[config.mk]
export PLATFORM = sky130hd
export DESIGN_NAME = vmt_issue_sched
export DESIGN_NICKNAME = d
export VERILOG_FILES = /design/src/rtl/vmt_issue_sched.sv
export SDC_FILE = /design/constraint.sdc
export NUM_CORES = 1
export LEC_CHECK = 0
export BUFFER_PORTS_ARGS = -buffer_cell sky130_fd_sc_hd__buf_2
export CAP_MARGIN = 0
export CORE_MARGIN = 8
export CORE_UTILIZATION = 27
export CTS_CLUSTER_DIAMETER = 120
export DETAILED_ROUTE_END_ITERATION = 6
export GPL_ROUTABILITY_DRIVEN = 0
export PLACE_DENSITY = 0.51
export SYNTH_ARGS = -nofsm -noshare
export SYNTH_HDL_FRONTEND = slang
export SYNTH_SLANG_ARGS = --single-unit
export TNS_END_PERCENT = 30
[constraint.sdc]
create_clock -name clk -period 4.8 [get_ports clk]
set_input_delay 0.48 -clock clk [delete_from_list [all_inputs] [get_ports clk]]
set_output_delay 0.48 -clock clk [all_outputs]
set_load 0.01 [all_outputs]
[src/rtl/vmt_issue_sched.sv]
module vmt_issue_sched #(
  parameter int NTHR   = 8,
  parameter int STAGES = 6,
  parameter int LAT_S  = 3,
  parameter int LAT_L  = 8,
  localparam int TW = (NTHR > 1) ? $clog2(NTHR) : 1,
  localparam int CW = $clog2(LAT_L + 1)
) (
  input  logic                  clk,
  input  logic                  rst_n,
  input  logic [NTHR-1:0]       buf_vld,
  input  logic [2*NTHR-1:0]     buf_cls,
  input  logic                  miss_vld,
  input  logic [TW-1:0]         miss_tid,
  input  logic                  fill_vld,
  input  logic [TW-1:0]         fill_tid,
  output logic                  iss_vld,
  output logic [TW-1:0]         iss_tid,
  output logic [1:0]            iss_cls,
  output logic [STAGES-1:0]     pipe_vld,
  output logic [STAGES*TW-1:0]  pipe_tid,
  output logic [STAGES-1:0]     kill
);

  logic [NTHR-1:0] parked;
  logic [NTHR-1:0] busy;
  logic [NTHR-1:0] miss_hit;
  logic [NTHR-1:0] fill_hit;
  logic [NTHR-1:0] ready;
  logic [TW-1:0]   last;
  logic [CW-1:0]   wcnt [NTHR];
  logic [TW-1:0]   stag [STAGES];

  for (genvar t = 0; t < NTHR; t++) begin : g_thr
    assign miss_hit[t] = miss_vld && (miss_tid == TW'(t));
    assign fill_hit[t] = fill_vld && (fill_tid == TW'(t));
    assign busy[t]     = (wcnt[t] != '0);

    always_ff @(posedge clk) begin
      if (!rst_n) begin
        wcnt[t]   <= '0;
        parked[t] <= 1'b0;
      end else begin
        if (iss_vld && iss_tid == TW'(t) && iss_cls[1])
          wcnt[t] <= iss_cls[0] ? CW'(LAT_L - 1) : CW'(LAT_S - 1);
        else if (busy[t])
          wcnt[t] <= wcnt[t] - 1'b1;
        if (miss_hit[t])
          parked[t] <= 1'b1;
        else if (fill_hit[t])
          parked[t] <= 1'b0;
      end
    end
  end

  assign ready = buf_vld & ~parked & ~busy & ~miss_hit;

  always_comb begin
    int j;
    iss_vld = 1'b0;
    iss_tid = '0;
    for (int k = 1; k <= NTHR; k++) begin
      j = int'(last) + k;
      if (j >= NTHR) j = j - NTHR;
      if (!iss_vld && ready[j]) begin
        iss_vld = 1'b1;
        iss_tid = TW'(j);
      end
    end
  end

  assign iss_cls = buf_cls[iss_tid*2 +: 2];

  always_ff @(posedge clk) begin
    if (!rst_n)       last <= TW'(NTHR - 1);
    else if (iss_vld) last <= iss_tid;
  end

  for (genvar s = 0; s < STAGES; s++) begin : g_stg
    assign kill[s]               = pipe_vld[s] && miss_vld && (stag[s] == miss_tid);
    assign pipe_tid[s*TW +: TW]  = stag[s];

    always_ff @(posedge clk) begin
      if (!rst_n) begin
        pipe_vld[s] <= 1'b0;
        stag[s]     <= '0;
      end else if (s == 0) begin
        pipe_vld[s] <= iss_vld;
        stag[s]     <= iss_tid;
      end else begin
        pipe_vld[s] <= pipe_vld[s-1] && !kill[s-1];
        stag[s]     <= stag[s-1];
      end
    end
  end

endmodule

==> metrics <==
status finished, final reports clean; TritonCTS clock tree built; MaxCap Viol Count 0; Cell Int Power 2850 uW; initial antenna violation count 0; Arr. time, crit path 4160 ps; CTS root buf clkbuf_16; Post-synth top cells nand2_1 (45), nor2_1 (40), dfxtp_1 (35); Syn Area/Cell 9.76 um^2; total CTS buffers 9; Worst R2R Setup Slack 500 ps; PD cells 898 nW/um^2; number of synthesized flops with an enable pin 32; P_leak 0.00249 uW; crit path launch type flip-flop; critical path type flip-flop to primary output; global-route wire length before repair 22000 um; CP required 4320 ps; Slew HR 61.5%; hold crit path type flip-flop to flip-flop; CTS sink count 67; FF+latch count, synth 67; drt wl/cell 17.1 um; core region area 17200 um^2; Post-route DRC 0; Buffers on Ports 69; Post-Route WL 13900 um; Distinct cells, synth 79; switching pwr 2480 uW; Initial Util 27.4%; cells after synthesis 483; 1st-iter DRT viols 244; nets 634; Ports 70; Die Y 148 um; Slew Limit Fails 0; Ant. Diodes 0; Critical Path End Type primary output; row cnt 48; die area 21900 um^2; Util after Layout 34.6%; CP max stage delay 530 ps; largest net degree at the start of global routing 38; Sw Share 46.5%; Final HPWL DP 10800 um; hold_ws 459 ps; Synthesis Warnings 0; worst reg-to-reg path cell count 14; Max clock buf depth 2; Pre-Repair DR Iteration Count 4; sequential fraction of the synthesis area 35.3%; Reg clk slew, reported paths 60 ps; min cycle time layout 4640 ps; Final Hold Viols 0; worst-path cell chain inv_2 -> ha_1 -> nor3b_1 -> buf_4 -> and4bb_4 -> mux2_4 -> mux4_2 -> or3_1 -> a211o_1 -> and3_4 -> inv_4 -> mux2_4 -> mux4_2 -> buf_2; sequential share of power 18.1%; VDD IR max 0.000489 V; Worst Hold Depth 2; post-synthesis cell area 4710 um^2; cell with the most instances after synthesis nand2_1; Peak Freq 215 MHz; syn nets 535; Area Growth Syn to Fin 26.0%; Layout Cells excl Fill 812; measured slew at the worst slew-check pin 573 ps; Comb pwr share 69.5%; clock power share 12.4%; area leader, netlist edfxtp_1; Worst path slowest cell mux4_2; Die Wd 148 um; routed vias/inst 5.10; top-area cell type share of the netlist area 20.4%; reg2reg start wcnt[0][4]; Final setup violation count 0; H-tree Lvls 3; Hold Crit Endpoint pipe_vld[4]; Clock Latency Late Sink 340 ps; fin crit share 96.7%; vias in the first global route 4161; layout cells sized above 1 31.5%; cell area after placement 5420 um^2; GRT Util Overall 12.7%; largest cells by area after synthesis edfxtp_1 (20%), dfxtp_1 (15%), mux4_2 (6.7%); vias 4141; Final Instance Area 5940 um^2; HP Start pipe_vld[3]; Clock Skew 12.8 ps; Synth async-reset ratio 0%; gr ovfl total 0; Placed Cells 781; Antenna Nets Post-Route 0; Top FF cell, synth dfxtp_1; Critical Path Fanout Max 7; hold bufs inserted after CTS 0; worst r2r dst wcnt[1][10]
[what timing repair did]
action / 4_1_cts / 5_1_grt
pin swaps: 1 / 5
buffers inserted: 2 / 13
gates resized for setup: 4 / 23
hold endpoints to repair: 0 / 0
endpoints found under the setup margin: 2 / 2
[sequential cells by signal, summed over array words and instances (netlist names)]
signal    cells
pipe_vld      6
parked        8
wcnt         32
last          3
stag         18
[layout by cell type (no fill, tap or decap), types with 15 or more instances in the layout]
cell      count
and2_1       15
nor2_1       40
buf_4        39
ha_1         16
a21oi_1      18
nand2_1      43
buf_2        69
xor2_1       21
nor3_1       17
dfxtp_1      35
edfxtp_1     32
inv_1        18
[critical path: cells and delay by family, from the launching register on]
| family | cells | cell delay (ps) |
|---|---|---|
| mux | 4 | 1590 |
| flops | 1 | 390 |
| simple gates | 4 | 950 |
| compound gates | 1 | 260 |
| fa+ha+maj | 1 | 200 |
| buf+inv | 4 | 440 |
[power groups by stage]
| stage | combinational [uW] | sequential [uW] | clock [uW] |
|---|---|---|---|
| floorplan | 2420 | 944 | 0 |
| global placement | 3370 | 966 | 0 |
| detailed placement | 3400 | 977 | 0 |
| CTS | 3440 | 964 | 681 |
| global route | 4040 | 988 | 712 |
| finish | 3700 | 966 | 661 |
[final cells by class]
type                            instances  area [um^2]
Clock buffer                           11          264
Timing Repair Buffer                  109          649
Multi-Input combinational cell        370         2950
Sequential cell                        67         1660
Clock inverter                          5         33.8
Tap cell                              225          282
Inverter                               25          101
Fill cell                            1785        11200
[how the worst max path moves through the flow]
| stage | depth (start not counted) | endpoint | slack (ps) | startpoint |
|---|---|---|---|---|
| floorplan | 13 | iss_cls[1] | 410 | last[0] |
| global placement | 12 | iss_cls[1] | 290 | miss_tid[0] |
| detailed placement | 12 | iss_cls[1] | 220 | miss_tid[0] |
| CTS | 14 | iss_cls[1] | -20 | wcnt[0][12] |
| global route | 14 | iss_cls[1] | -2 | wcnt[0][12] |
| finish | 14 | iss_cls[1] | 160 | wcnt[0][12] |
[per-stage QoR]
step                TNS, ps  total power, uW  setup slack (ps)
detailed placement        0             4380               221
floorplan                 0             3370               408
global placement          0             4340               291
finish                    0             5330               157
CTS                   -18.0             5090             -18.0
global route          -1.73             5740             -1.73
[per-layer routing]
layer  up-vias  GRT usage, %  share of wire [%]
li1       2004             -                  -
met1      2014          14.8                 43
met4         0          4.74                1.6
met3        18          3.07                5.0
met5         -             0                  0
met2       105          22.1                 50
[cells by family (layout without fill, tap and decap cells)]
family | count (synthesis) | after routing | synth area share (%)
adder cells (fa/ha/maj) | 18 | 18 | 4.78
flip-flops | 67 | 67 | 35.3
AND/OR/NAND/NOR | 197 | 197 | 24.3
buffers and inverters | 46 | 150 | 4.51
XOR/XNOR | 31 | 31 | 5.76
AO/OA/AOI/OAI | 86 | 86 | 13.3
multiplexers | 38 | 38 | 12.1
(Power assumes the default switching activity.)
